--- config.mk ---
export PLATFORM = sky130hd
export DESIGN_NAME = bmm_unit
export DESIGN_NICKNAME = d
export VERILOG_FILES = /design/src/rtl/bmm_pkg.sv /design/src/rtl/bmm_transpose.sv /design/src/rtl/bmm_cell.sv /design/src/rtl/bmm_unit.sv
export SDC_FILE = /design/constraint.sdc
export NUM_CORES = 1
export LEC_CHECK = 0
export CORE_MARGIN = 5
export CORE_UTILIZATION = 30
export DETAILED_ROUTE_END_ITERATION = 10
export DONT_BUFFER_PORTS = 1
export PLACE_DENSITY_LB_ADDON = 0.05
export SLEW_MARGIN = 10
export SYNTH_ARGS = -nofsm -noshare
export SYNTH_HDL_FRONTEND = slang
export SYNTH_SLANG_ARGS = --single-unit
--- constraint.sdc ---
create_clock -name clk -period 4.9 [get_ports clk]
set_input_delay 0.735 -clock clk [delete_from_list [all_inputs] [get_ports clk]]
set_output_delay 0.735 -clock clk [all_outputs]
set_load 0.02 [all_outputs]
--- src/rtl/bmm_pkg.sv ---
package bmm_pkg;
  typedef enum logic [1:0] {
    OP_FLIP = 2'b00,
    OP_XPRD = 2'b01,
    OP_OPRD = 2'b10,
    OP_APRD = 2'b11
  } bmm_op_e;
endpackage

--- src/rtl/bmm_transpose.sv ---
module bmm_transpose #(
  parameter int DIM = 8,
  localparam int W = DIM * DIM
) (
  input  logic [W-1:0] mat_in,
  output logic [W-1:0] mat_out
);
  for (genvar r = 0; r < DIM; r++) begin : g_row
    for (genvar c = 0; c < DIM; c++) begin : g_col
      assign mat_out[r*DIM + c] = mat_in[c*DIM + r];
    end
  end
endmodule

--- src/rtl/bmm_cell.sv ---
module bmm_cell #(
  parameter int DIM = 8
) (
  input  logic [DIM-1:0] row_v,
  input  logic [DIM-1:0] col_v,
  output logic           par_o,
  output logic           any_o,
  output logic           all_o
);
  logic [DIM-1:0] ov;
  assign ov    = row_v & col_v;
  assign par_o = ^ov;
  assign any_o = |ov;
  assign all_o = &ov;
endmodule

--- src/rtl/bmm_unit.sv ---
module bmm_unit #(
  parameter int DIM = 8,
  localparam int W = DIM * DIM
) (
  input  logic           clk,
  input  logic           rst,
  input  logic           in_valid,
  input  logic [1:0]     op_sel,
  input  logic [W-1:0]   op_a,
  input  logic [W-1:0]   op_b,
  input  logic [DIM-1:0] imm,
  output logic           res_valid,
  output logic [W-1:0]   res_data
);
  import bmm_pkg::*;

  logic [W-1:0] a_t, b_t;
  logic [W-1:0] par_m, any_m, all_m;
  logic [W-1:0] nxt;

  bmm_transpose #(.DIM(DIM)) u_ta (.mat_in(op_a), .mat_out(a_t));
  bmm_transpose #(.DIM(DIM)) u_tb (.mat_in(op_b), .mat_out(b_t));

  for (genvar r = 0; r < DIM; r++) begin : g_r
    for (genvar c = 0; c < DIM; c++) begin : g_c
      bmm_cell #(.DIM(DIM)) u_cell (
        .row_v(op_a[r*DIM +: DIM]),
        .col_v(b_t[c*DIM +: DIM]),
        .par_o(par_m[r*DIM + c]),
        .any_o(any_m[r*DIM + c]),
        .all_o(all_m[r*DIM + c])
      );
    end
  end

  always_comb begin
    unique case (bmm_op_e'(op_sel))
      OP_FLIP: nxt = a_t;
      OP_XPRD: nxt = par_m ^ {DIM{imm}};
      OP_OPRD: nxt = any_m;
      default: nxt = all_m;
    endcase
  end

  always_ff @(posedge clk) begin
    if (rst) begin
      res_valid <= 1'b0;
      res_data  <= '0;
    end else begin
      res_valid <= in_valid;
      if (in_valid) res_data <= nxt;
    end
  end
endmodule

* Yosys cells after proc, flatten, opt, wreduce, memory -nomap -nowiden
Index checks and enable logic that the tools add are counted.
Cells by class: equality and inequality tests 2, muxes and demuxes 1, bitwise gates (word level) 65, reductions and logical operators 193
Operators with widths (count):
- $and 8x8->8 | 64
- $reduce_and 8->1 | 64
- $reduce_or 8->1 | 64
- $reduce_xor 8->1 | 64
- $pmux 64 s3 | 1
- $xor 64x64->64 | 1
- $eq 2x1->1 const B | 1
- $eq 2x2->1 const B | 1
- $logic_not 2->1 | 1
Storage, ports and cells: register bits after elaboration 65, bits of input ports 141, logic and storage cells 263

* Logic depth before layout (Yosys ltp)
Gate-level depths: netlist of run 1.
depth in word-level cells 4, mapped depth 8

* Hierarchy
From an unflattened synthesis of run 1, not the netlist that was laid out.
Second synthesis, totals: cell total of the unflattened synthesis 2492, area total of the unflattened synthesis 19296.0 sq um
Modules (own cells, without submodules):
- bmm_cell | times used 64, cells each 29, area each 211.5 sq um, seq. area each 0.0 sq um
- bmm_unit | times used 1, cells each 508, area each 4802.1 sq um, seq. area each 1301.2 sq um
- bmm_transpose | times used 2, cells each 64, area each 480.5 sq um, seq. area each 0.0 sq um

* Least setup slack after synthesis of run 1
Ideal clock, no wire load.
path kind input to register, start input port op_a[47], end register res_data[44], library setup time 117 ps, arrival time 2187 ps, setup slack 2596 ps, stages on the path 7, path buffers 1, cells stage by stage clkbuf_1 -> nand2_1 -> ha_1 -> xnor3_1 -> xnor2_1 -> nand2_1 -> a32o_1
Between the ends: cells in the longest elaborated chain, start to end 4, elaborated cells on any way between the ends 6, classes of those cells mux (1); bitwise (2); reduce/logical (3)
Ends and longest elaborated chain:
- start: declaration | line bmm_unit.sv:9 | input logic [W-1:0] op_a,
- $and 8x8->8 (*) | line bmm_cell.sv:11 | assign ov = row_v & col_v;
- $reduce_xor 8->1 | line bmm_cell.sv:12 | assign par_o = ^ov;
- $xor 64x64->64 | line bmm_unit.sv:39 | OP_XPRD: nxt = par_m ^ {DIM{imm}};
- $pmux 64 s3 (*) | line bmm_unit.sv:37 | unique case (bmm_op_e'(op_sel))
- end signal: assignment | line bmm_unit.sv:51 | if (in_valid) res_data <= nxt;
- end: declaration | line bmm_unit.sv:13 | output logic [W-1:0] res_data
Mark *: on every way between the ends. The rest lies on a longest branch, timed or not. A chain may end at the register's enable or synchronous reset.

* Final worst setup path of run 1
start input port op_sel[0], end register res_data[54]
Between the ends: cells in the longest elaborated chain, start to end 2, elaborated cells on any way between the ends 4, classes of those cells eq/ne (2); mux (1); reduce/logical (1)
Ends and longest elaborated chain:
- start: declaration | line bmm_unit.sv:8 | input logic [1:0] op_sel,
- $eq 2x2->1 (tied with other cells) | line bmm_unit.sv:37
- $pmux 64 s3 (*) | line bmm_unit.sv:37
Marks and branches as above.

==> load_flow_metrics.sql, run 1 <==
INSERT INTO impl_metrics (metric_group, metric, value, unit) VALUES
('drt', 'route.vias.total', '15770', ''),
('synthesis', 'synth.yosys.seq_area_share', '7.247', '%'),
('job', 'max-cap-violations', '0', ''),
('synthesis', 'post_synth_main_area_contributors', 'sky130_fd_sc_hd__ha_1, sky130_fd_sc_hd__inv_1, sky130_fd_sc_hd__nand2_1', ''),
('layout', 'design.final.nets', '2917', ''),
('global_routing', 'residual_overflow_from_global_routing', '0', ''),
('floorplanning', 'floorplan.die.height', '254.7', 'um'),
('drt', 'detail-route-antenna-nets', '0', ''),
('setup_path', 'delay_of_the_slowest_critical_path_stage', '0.57', 'ns'),
('synthesis', 'post-synth-top-count-cell', 'sky130_fd_sc_hd__inv_1', ''),
('drt', 'routed_wl', '89.46', 'mm'),
('setup_path', 'crit_fanout', '70', ''),
('sta', 'min_period', '2.302', 'ns'),
('sta', 'final_max_slew_viol_count', '0', ''),
('global_routing', 'antenna_violations_before_repair', '4', ''),
('setup_path', 'worstPathCellList', 'inv_2 -> nor2_4 -> buf_12 -> nand2_1 -> a32o_1', ''),
('setup_path', 'reg2reg_setup_slack', '3.86', 'ns'),
('global_routing', 'number_of_global_route_vias_before_repair', '15460', ''),
('min_path', 'worstHoldPathCells', '2', ''),
('setup_path', 'worstSetupStartpointType', 'primary input', ''),
('drt', 'routed_wire_length_per_instance', '29.40', 'um'),
('synthesis', 'mappedNetlistArea', '17960', 'um2'),
('global_routing', 'grt_pass1_wl', '121.4', 'mm'),
('sta', 'unrepaired_setup_endpoints_after_global_routing', 'false', ''),
('synthesis', 'async_flop_share', '0', '%'),
('sta', 'fmax', '0.4344', 'GHz'),
('drt', 'drc', '0', ''),
('setup_path', 'setup.worst_path.class', 'primary input to flip-flop', ''),
('setup_path', 'cp_num_cells', '5', ''),
('synthesis', 'synth_largest_area_cell', 'sky130_fd_sc_hd__ha_1', ''),
('sta', 'timing.final.setup_violations', '0', ''),
('global_routing', 'grt_start_max_net_pins', '71', ''),
('sta', 'fin_tns_setup', '0', 'ns'),
('synthesis', 'synthesis.yosys.warnings', '0', ''),
('min_path', 'worstHoldPathType', 'primary input to flip-flop', ''),
('clock_tree', 'cts_tree', 'built', ''),
('floorplanning', 'die_w', '254.7', 'um'),
('status', 'run_status', 'finished, final reports clean', ''),
('clock_tree', 'numClockSinks', '65', ''),
('setup_path', 'critPathCaptureType', 'flip-flop', ''),
('setup_path', 'reg2reg_depth', '3', ''),
('floorplanning', 'pin_count', '206', ''),
('sta', 'tightest_slew', '0.9869', 'ns'),
('clock_tree', 'clockBufferDepth', '2', ''),
('clock_tree', 'cts.repair_timing.setup_buffer_count', '0', ''),
('power_and_ir_drop', 'worst_ir_drop_on_vdd', '183.3', 'uV'),
('synthesis', 'postSynth.topFlopCell', 'sky130_fd_sc_hd__dfxtp_1', ''),
('setup_path', 'crit_end', 'res_data[54]$_SDFFE_PP0P_', ''),
('sta', 'finClkSkew', '0', 'ns'),
('layout', 'num-fill-cells', '6298', ''),
('setup_path', 'critical-path-slowest-cell', 'sky130_fd_sc_hd__nor2_4', ''),
('floorplanning', 'core_rows', '89', ''),
('floorplanning', 'core-area', '59130', 'um2'),
('clock_tree', 'clkSlewWorstSetupHoldPaths', '0.07', 'ns'),
('synthesis', 'syn_nets', '3068', ''),
('layout', 'multi_input_comb_area', '13980', 'um2'),
('setup_path', 'worstPathRequired', '5.19', 'ns'),
('place', 'io_buffers', '0', ''),
('synthesis', 'syn-instance-count', '2415', ''),
('setup_path', 'worstPathBufferInverterCount', '2', ''),
('drt', 'drt_first_pass_iters', '5', ''),
('setup_path', 'launch_point_of_the_worst_path', 'op_sel[0]', ''),
('clock_tree', 'cts-hold-fix-buffers', '0', ''),
('synthesis', 'postSynthRegisterBits', '65', ''),
('global_routing', 'overall_global_routing_usage', '26.87', '%'),
('floorplanning', 'full_die_area', '64850', 'um2'),
('place', 'dp_hpwl', '60.30', 'mm'),
('synthesis', 'synthTopCellsByCount', 'sky130_fd_sc_hd__inv_1, sky130_fd_sc_hd__ha_1, sky130_fd_sc_hd__nand2_1', ''),
('setup_path', 'cpLargestDelayFamily', 'buffers and inverters', ''),
('clock_tree', 'clock_tree.htree_level_count', '3', ''),
('power_and_ir_drop', 'power.density_cell_area', '156.7', 'nW/um2');
## worst reg2reg max path: cells and delay by family (launching register included)
family | cells | cell delay (ns)
AO/OA/AOI/OAI | 3 | 0.52
flip-flops | 1 | 0.42
## cells in the final DEF (no fill, tap or decap), types with 9 or more instances in the layout
cell / n
sky130_fd_sc_hd__o21a_1: 61
sky130_fd_sc_hd__o21ai_0: 64
sky130_fd_sc_hd__ha_1: 512
sky130_fd_sc_hd__inv_1: 513
sky130_fd_sc_hd__nand4_1: 62
sky130_fd_sc_hd__nor2_1: 61
sky130_fd_sc_hd__dfxtp_1: 65
sky130_fd_sc_hd__clkbuf_16: 9
sky130_fd_sc_hd__a41oi_1: 63
sky130_fd_sc_hd__xnor3_1: 64
sky130_fd_sc_hd__nand2_1: 511
sky130_fd_sc_hd__a32o_1: 61
sky130_fd_sc_hd__xnor2_1: 127
sky130_fd_sc_hd__and2_1: 64
## kinds of logic after synthesis
family          after synthesis  share of synthesized area, %
compound gates              259                         11.20
xor+xnor                    192                         14.27
fa+ha+maj                   512                         35.68
buf+inv                     682                         14.98
flops                        65                         7.247
simple gates                705                         16.63
## routing by layer
layer  global-route usage (%)  routed length [um]  vias to the layer above
li1                         -                   -                     7332
met1                    34.16               37750                     7788
met4                    7.035                2464                        0
met5                        0                   0                        -
met3                    4.497                5824                       90
met2                    47.34               43430                      563
## area by class of cell
type | count | share of cell area, %
diodes | 1 | 0.01348
clock buffers | 10 | 1.287
clock inverters | 6 | 0.3101
inverters | 514 | 10.39
multi-input cells | 1668 | 75.33
flip-flops and latches | 65 | 7.010
well taps | 773 | 5.211
repair buffers | 6 | 0.4449
## worst min-delay path by stage
stage | from | slack (ns) | endpoint
floorplan | res_data[61]$_SDFFE_PP0P_ | 0.54 | res_data[61]$_SDFFE_PP0P_
global placement | res_data[61]$_SDFFE_PP0P_ | 0.61 | res_data[61]$_SDFFE_PP0P_
detailed placement | res_data[61]$_SDFFE_PP0P_ | 0.63 | res_data[61]$_SDFFE_PP0P_
CTS | op_sel[0] | 0.52 | res_data[61]$_SDFFE_PP0P_
global route | op_sel[1] | 0.59 | res_data[33]$_SDFFE_PP0P_
finish | op_sel[1] | 0.60 | res_data[56]$_SDFFE_PP0P_
## state kept, by name (all words and copies together), names as in the netlist
register and flops:
res_valid 1, res_data 64
## per-stage QoR
stage	setup WS, ns	cells	util, %	cell area [um2]	hold WS [ns]
after floorplan	2.596	2415	-	17960	0.5416
after global placement	2.389	3026	30.89	18260	0.6121
after detailed placement	2.295	3026	30.89	18260	0.6276
after CTS	2.723	3042	31.39	18560	0.5200
after global routing	2.675	3042	31.39	18560	0.5896
final	2.598	3043	31.39	18560	0.6015
## report_power, final
part	internal, W	switching [W]	total (W)	leakage, nW
registers	0.000581	0.000144	0.000725	0.538
clock network	0.000405	0.000346	0.000751	0.148
logic	0.000767	0.000666	0.00143	10.9
total	0.00175	0.00116	0.00291	11.6
Note: power is estimated with default switching activity, not from simulation.
==> run 2, diff against run 1 <==
- clock period: 4.9 -> 2.2 ns (I/O delays scaled with it)
==> run 2 against run 1 <==
Net effect: clock power increased by 130%; clock-buffer cell count is the same; global-route usage rose by 0.26 points; wire length up 0.16%; total power grew 120%; core utilization grew 0.17 points; final cell count up 0.26%; worst hold slack lost 0.43 ns; combinational power is 120% higher; non-clock buffer count is 9 higher; sequential power is 120% higher.
==> load_flow_metrics.sql, run 2 (synthesis gave the netlist of run 1 again) <==
INSERT INTO impl_metrics (metric_group, metric, value, unit) VALUES
('sta', 'timing_hold_violations_final', '0', ''),
('power_and_ir_drop', 'pwr-share-seq', '24.5', '%'),
('power_and_ir_drop', 'worst_ir_drop_on_vdd', '431.2', 'uV'),
('setup_path', 'worst_r2r_endpoint', 'res_data[61]$_SDFFE_PP0P_', ''),
('floorplanning', 'die_w', '254.7', 'um'),
('sta', 'finClkSkew', '0', 'ns'),
('setup_path', 'setup.worst_path.class', 'primary input to flip-flop', ''),
('sta', 'fin_tns_setup', '0', 'ns'),
('status', 'run_status', 'finished, final reports clean', ''),
('floorplanning', 'floorplan.initialDensity', '30.37', '%'),
('layout', 'flip_flop_count_of_the_largest_register_all_copies_and_words_added', '64', ''),
('setup_path', 'worstPathCellList', 'and2_1 -> inv_1 -> ha_1 -> xnor3_1 -> xnor2_1 -> a221oi_1 -> a21o_1', ''),
('setup_path', 'critPathCaptureType', 'flip-flop', ''),
('setup_path', 'reg2reg_depth', '3', ''),
('place', 'routability_congestion_estimate', '0.8597', ''),
('drt', 'detail_route.iter0.violations', '1113', ''),
('sta', 'tightest_slew', '0.5340', 'ns'),
('sta', 'final.hold.worst_slack', '0.1731', 'ns'),
('min_path', 'worst_hold_end', 'res_data[61]$_SDFFE_PP0P_', ''),
('place', 'io_buffers', '0', ''),
('place', 'placedInstanceArea', '18370', 'um2'),
('clock_tree', 'clkSlewWorstSetupHoldPaths', '0.08', 'ns'),
('drt', 'routed_wire_length_per_instance', '29.37', 'um'),
('layout', 'regMostFlops', 'res_data', ''),
('min_path', 'worstHoldPathType', 'primary input to flip-flop', ''),
('power_and_ir_drop', 'power.density_cell_area', '350.6', 'nW/um2'),
('floorplanning', 'core_rows', '89', ''),
('layout', 'area_growth_from_synthesis_to_final_layout', '3.944', '%'),
('min_path', 'worst_hold_startpoint', 'op_sel[0]', ''),
('power_and_ir_drop', 'netSwitchingFraction', '40.00', '%'),
('drt', 'detail-route-antenna-nets', '0', ''),
('place', 'dp_cells', '3035', ''),
('sta', 'min_period', '1.481', 'ns'),
('power_and_ir_drop', 'total_switching_power', '0.002618', 'W'),
('drt', 'drt_first_pass_iters', '5', ''),
('floorplanning', 'floorplan.die.height', '254.7', 'um'),
('drt', 'number_of_vias_per_cell_after_detailed_routing', '5.155', ''),
('clock_tree', 'cts-hold-fix-buffers', '0', ''),
('power_and_ir_drop', 'share_of_total_power_in_combinational_logic', '49.0', '%'),
('layout', 'most_common_cell_after_layout_fill_and_taps_aside', 'sky130_fd_sc_hd__inv_1', ''),
('layout', 'finalNonFillerCells', '3051', ''),
('clock_tree', 'root_driver', 'sky130_fd_sc_hd__clkbuf_16', ''),
('floorplanning', 'full_die_area', '64850', 'um2'),
('setup_path', 'cpLargestDelayFamily', 'compound AO/OA/AOI/OAI gates', ''),
('global_routing', 'residual_overflow_from_global_routing', '0', ''),
('power_and_ir_drop', 'power.leakage', '11.67', 'nW'),
('global_routing', 'grt_pass1_wl', '122.3', 'mm'),
('drt', 'drc', '0', ''),
('clock_tree', 'clock_tree.htree_level_count', '3', ''),
('layout', 'design.final.nets', '2926', ''),
('sta', 'timing.final.setup_violations', '0', ''),
('sta', 'layout_worst_path_cycle_share', '67.33', '%'),
('layout', 'multi_input_comb_area', '13980', 'um2'),
('layout', 'finish.instance_area', '18660', 'um2'),
('drt', 'route.vias.total', '15730', ''),
('sta', 'final_max_slew_viol_count', '0', ''),
('layout', 'diodes', '0', ''),
('layout', 'reg.largest.list', 'res_data: 64 flops, res_valid: 1 flops', ''),
('place', 'dp_hpwl', '61.08', 'mm'),
('setup_path', 'worstSetupStartpointType', 'primary input', ''),
('power_and_ir_drop', 'total_power', '0.006544', 'W'),
('clock_tree', 'postCtsResizedCells', '0', ''),
('layout', 'regArea', '1301', 'um2'),
('clock_tree', 'clk-insertion-delay-late', '0.39', 'ns'),
('global_routing', 'number_of_global_route_vias_before_repair', '15610', ''),
('layout', 'most-common-layout-cells', 'sky130_fd_sc_hd__inv_1, sky130_fd_sc_hd__ha_1, sky130_fd_sc_hd__nand2_1', ''),
('clock_tree', 'cts_tree', 'built', ''),
('setup_path', 'crit_fanout', '9', ''),
('setup_path', 'cp.arrival', '1.83', 'ns'),
('sta', 'unrepaired_setup_endpoints_after_global_routing', 'false', ''),
('clock_tree', 'clockBufferDepth', '2', ''),
('setup_path', 'timing.rr.start', 'res_data[61]$_SDFFE_PP0P_', ''),
('sta', 'maxSlewHeadroom', '64.32', '%'),
('setup_path', 'worstPathRequired', '2.55', 'ns'),
('layout', 'num-fill-cells', '6291', ''),
('global_routing', 'antenna_violations_before_repair', '7', ''),
('job', 'max-cap-violations', '0', ''),
('power_and_ir_drop', 'internal-power', '0.003926', 'W'),
('sta', 'fmax', '0.6751', 'GHz'),
('setup_path', 'worstPathBufferInverterCount', '1', ''),
('setup_path', 'critical-path-slowest-cell', 'sky130_fd_sc_hd__a221oi_1', ''),
('clock_tree', 'cts.repair_timing.setup_buffer_count', '0', ''),
('global_routing', 'grt_start_max_net_pins', '71', ''),
('min_path', 'worstHoldPathCells', '2', ''),
('setup_path', 'delay_of_the_slowest_critical_path_stage', '0.41', 'ns'),
('setup_path', 'reg2reg_setup_slack', '1.11', 'ns'),
('clock_tree', 'numClockSinks', '65', ''),
('floorplanning', 'pin_count', '206', ''),
('global_routing', 'overall_global_routing_usage', '27.13', '%'),
('floorplanning', 'core-area', '59130', 'um2'),
('drt', 'routed_wl', '89.60', 'mm'),
('layout', 'share_of_final_layout_standard_cells_stronger_than_drive_strength_1', '1.580', '%'),
('clock_tree', 'cts_inserted_buffers', '9', ''),
('power_and_ir_drop', 'clock_power_share', '26.5', '%');
run 2: cell types whose count changed in the layout (fill, tap and decap cells not counted):
cell                      change
sky130_fd_sc_hd__buf_12       +3
sky130_fd_sc_hd__buf_4        +6
sky130_fd_sc_hd__diode_2      -1
run 2: worst max path at each step:
stage	startpoint	cells after the start	to	slack [ns]
finish	op_a[24]	7	res_data[30]$_SDFFE_PP0P_	0.72
global route	op_a[24]	7	res_data[30]$_SDFFE_PP0P_	0.62
CTS	op_a[24]	7	res_data[30]$_SDFFE_PP0P_	0.72
detailed placement	op_a[24]	7	res_data[30]$_SDFFE_PP0P_	0.30
global placement	op_a[24]	7	res_data[30]$_SDFFE_PP0P_	0.25
floorplan	op_a[47]	7	res_data[44]$_SDFFE_PP0P_	0.30
run 2: power groups by stage:
stage	Sequential, W	Clock (W)	Combinational (W)
after global routing	0.00162	0.00182	0.00360
after CTS	0.00162	0.00180	0.00323
after floorplan	0.00152	0	0.00293
final	0.00160	0.00173	0.00321
after detailed placement	0.00165	0	0.00321
after global placement	0.00165	0	0.00321
run 2: stage by stage:
step | utilization (%) | setup slack [ns]
2_1_floorplan | - | 0.3008
3_3_place_gp | 31.06 | 0.2541
3_5_place_dp | 31.06 | 0.2956
4_1_cts | 31.56 | 0.7169
5_1_grt | 31.56 | 0.6173
6_report | 31.56 | 0.7188
run 2: layout make-up:
class / count / share of cell area [%]
well taps: 773 / 5.182
flip-flops and latches: 65 / 6.972
repair buffers: 15 / 1.006
multi-input cells: 1668 / 74.91
inverters: 514 / 10.34
clock buffers: 10 / 1.280
clock inverters: 6 / 0.3084
run 2: routing by layer:
layer  vias up  track usage, %  wire, um  share of wire [%]
met2       478           47.72     43440                 48
met1      7788           34.35     37850                 42
met3       104           4.232      5268                5.9
met4         0           7.996      3041                3.4
met5         -               0         0                  0
li1       7359               -         -                  -
==> run 3, diff against run 2 <==
- clock period: 2.2 -> 1.5 ns (I/O delays scaled with it)
==> run 3 against run 2 <==
Net effect: clock power up 46%; worst setup slack worse by 0.48 ns; non-clock buffer count up 66; register-to-register slack worse by 0.66 ns; total power up 50%; flip-flop and latch count unchanged; wire length down 1.3%; largest cell class unchanged; largest power group unchanged.
==> load_flow_metrics.sql, run 3 (synthesis gave the netlist of run 1 again) <==
INSERT INTO impl_metrics (metric_group, metric, value, unit) VALUES
('clock_tree', 'cts.repair_timing.setup_buffer_count', '0', ''),
('setup_path', 'critical-path-slowest-cell', 'sky130_fd_sc_hd__xnor3_1', ''),
('floorplanning', 'core-area', '59130', 'um2'),
('setup_path', 'critPathCaptureType', 'flip-flop', ''),
('power_and_ir_drop', 'worst_ir_drop_on_vdd', '622.3', 'uV'),
('layout', 'regMostFlops', 'res_data', ''),
('power_and_ir_drop', 'share_of_total_power_in_combinational_logic', '50.5', '%'),
('power_and_ir_drop', 'netSwitchingFraction', '39.42', '%'),
('drt', 'drt_first_pass_iters', '5', ''),
('place', 'routability_congestion_estimate', '0.8698', ''),
('place', 'dp_cells', '3101', ''),
('clock_tree', 'cts_inserted_buffers', '9', ''),
('layout', 'finish.instance_area', '19800', 'um2'),
('sta', 'fmax', '0.7904', 'GHz'),
('floorplanning', 'pin_count', '206', ''),
('setup_path', 'crit_fanout', '9', ''),
('power_and_ir_drop', 'internal-power', '0.005965', 'W'),
('layout', 'multi_input_comb_area', '14540', 'um2'),
('layout', 'most_common_cell_after_layout_fill_and_taps_aside', 'sky130_fd_sc_hd__inv_1', ''),
('sta', 'timing_hold_violations_final', '0', ''),
('clock_tree', 'clkSlewWorstSetupHoldPaths', '0.07', 'ns'),
('layout', 'flip_flop_count_of_the_largest_register_all_copies_and_words_added', '64', ''),
('global_routing', 'residual_overflow_from_global_routing', '0', ''),
('clock_tree', 'cts_tree', 'built', ''),
('clock_tree', 'clockBufferDepth', '2', ''),
('drt', 'drc', '0', ''),
('clock_tree', 'cts-hold-fix-buffers', '0', ''),
('power_and_ir_drop', 'total_switching_power', '0.003881', 'W'),
('drt', 'route.vias.total', '16050', ''),
('power_and_ir_drop', 'clock_power_share', '25.7', '%'),
('status', 'run_status', 'finished, final reports clean', ''),
('layout', 'num-fill-cells', '6161', ''),
('sta', 'tightest_slew', '0.4728', 'ns'),
('layout', 'design.final.nets', '2992', ''),
('sta', 'fin_tns_setup', '0', 'ns'),
('sta', 'unrepaired_setup_endpoints_after_global_routing', 'false', ''),
('setup_path', 'worstPathCellList', 'and2_1 -> inv_1 -> ha_1 -> xnor3_1 -> xnor2_1 -> nand2_1 -> a32o_1', ''),
('global_routing', 'overall_global_routing_usage', '26.61', '%'),
('floorplanning', 'core_rows', '89', ''),
('drt', 'detail_route.iter0.violations', '1073', ''),
('global_routing', 'grt_start_max_net_pins', '71', ''),
('drt', 'routed_wl', '88.48', 'mm'),
('global_routing', 'grt_pass1_wl', '120.9', 'mm'),
('sta', 'timing.final.setup_violations', '0', ''),
('layout', 'reg.largest.list', 'res_data: 64 flops, res_valid: 1 flops', ''),
('layout', 'regArea', '1301', 'um2'),
('setup_path', 'cp.arrival', '1.56', 'ns'),
('setup_path', 'cpLargestDelayFamily', 'XOR/XNOR gates', ''),
('drt', 'routed_wire_length_per_instance', '28.34', 'um'),
('layout', 'share_of_final_layout_standard_cells_stronger_than_drive_strength_1', '8.447', '%'),
('place', 'io_buffers', '0', ''),
('clock_tree', 'clk-insertion-delay-late', '0.40', 'ns'),
('clock_tree', 'root_driver', 'sky130_fd_sc_hd__clkbuf_16', ''),
('drt', 'number_of_vias_per_cell_after_detailed_routing', '5.140', ''),
('setup_path', 'setup.worst_path.class', 'primary input to flip-flop', ''),
('power_and_ir_drop', 'pwr-share-seq', '23.8', '%'),
('floorplanning', 'die_w', '254.7', 'um'),
('power_and_ir_drop', 'power.leakage', '12.16', 'nW'),
('drt', 'detail-route-antenna-nets', '0', ''),
('job', 'max-cap-violations', '0', ''),
('place', 'dp_hpwl', '61.80', 'mm'),
('sta', 'final_max_slew_viol_count', '0', ''),
('floorplanning', 'floorplan.die.height', '254.7', 'um'),
('clock_tree', 'numClockSinks', '65', ''),
('setup_path', 'worstPathRequired', '1.79', 'ns'),
('place', 'placedInstanceArea', '19490', 'um2'),
('global_routing', 'antenna_violations_before_repair', '3', ''),
('layout', 'area_growth_from_synthesis_to_final_layout', '10.24', '%'),
('min_path', 'worstHoldPathType', 'primary input to flip-flop', ''),
('sta', 'min_period', '1.265', 'ns'),
('floorplanning', 'full_die_area', '64850', 'um2'),
('clock_tree', 'postCtsResizedCells', '0', ''),
('power_and_ir_drop', 'power.density_cell_area', '497.4', 'nW/um2'),
('global_routing', 'number_of_global_route_vias_before_repair', '15710', ''),
('setup_path', 'worstPathBufferInverterCount', '1', ''),
('sta', 'layout_worst_path_cycle_share', '84.34', '%'),
('clock_tree', 'clock_tree.htree_level_count', '3', ''),
('setup_path', 'worstSetupStartpointType', 'primary input', ''),
('sta', 'maxSlewHeadroom', '68.44', '%'),
('setup_path', 'delay_of_the_slowest_critical_path_stage', '0.39', 'ns'),
('layout', 'finalNonFillerCells', '3122', ''),
('sta', 'finClkSkew', '0', 'ns'),
('layout', 'most-common-layout-cells', 'sky130_fd_sc_hd__inv_1, sky130_fd_sc_hd__ha_1, sky130_fd_sc_hd__nand2_1', ''),
('floorplanning', 'floorplan.initialDensity', '30.37', '%');
==> run 3: cell types whose count changed in the layout (fill, tap and decap cells not counted), moves of 5 or more <==
cell / before / now
sky130_fd_sc_hd__buf_12: 6 / 11
sky130_fd_sc_hd__diode_2: 0 / 5
sky130_fd_sc_hd__buf_4: 9 / 70
sky130_fd_sc_hd__nand2_2: 0 / 46
sky130_fd_sc_hd__ha_4: 0 / 23
sky130_fd_sc_hd__nand2_4: 0 / 20
sky130_fd_sc_hd__ha_1: 512 / 489
sky130_fd_sc_hd__nand2_1: 511 / 445
==> run 3: final timing paths <==
kind / startpoint / to / slack (ns) / depth (start not counted)
max reg2reg: res_data[61]$_SDFFE_PP0P_ / res_data[61]$_SDFFE_PP0P_ / 0.45 / 3
min reg2reg: res_data[61]$_SDFFE_PP0P_ / res_data[61]$_SDFFE_PP0P_ / 0.61 / 2
max: op_a[32] / res_data[32]$_SDFFE_PP0P_ / 0.23 / 7
min: rst / res_data[61]$_SDFFE_PP0P_ / 0.04 / 3
==> run 3: layout make-up <==
class	instances	share of cell area, %
multi-input combinational	1668	73.47
inverter	514	9.747
sequential	65	6.574
tap	773	4.886
timing repair buffer	81	3.767
clock buffer	10	1.207
clock inverter	6	0.2908
antenna	5	0.06321
==> run 3: per-stage QoR <==
step | utilization, % | worst slack (ns) | hold slack [ns] | power (W)
global placement | 32.95 | -0.1659 | 0.4328 | 0.007358
finish | 33.48 | 0.2348 | 0.03704 | 0.009846
detailed placement | 32.95 | -0.1793 | 0.4343 | 0.007384
floorplan | - | -0.1008 | 0.4747 | 0.006976
global route | 33.46 | 0.1480 | 0.04219 | 0.01060
CTS | 33.46 | 0.1816 | 0.003201 | 0.01002
==> run 3: layer usage <==
metal  global-route usage (%)  routed length (um)  vias up
met4                    7.249                2656        0
met1                    34.61               38460     7923
met5                        0                   0        -
met3                    4.803                5700      113
li1                         -                   -     7478
met2                    45.50               41660      534
==> run 3: power groups by stage <==
stage	logic, W	registers (W)	clock network [W]
after global routing	0.00555	0.00237	0.00267
after detailed placement	0.00498	0.00241	0
after floorplan	0.00475	0.00223	0
after global placement	0.00495	0.00241	0
final	0.00497	0.00234	0.00253
after CTS	0.00500	0.00237	0.00265
==> run 3: tightest hold or removal path, delay by kind of cell <==
kind / cells / cell delay [ns]
and+or+nand+nor: 2 / 0.11
AOI/OAI and AO/OA: 1 / 0.05
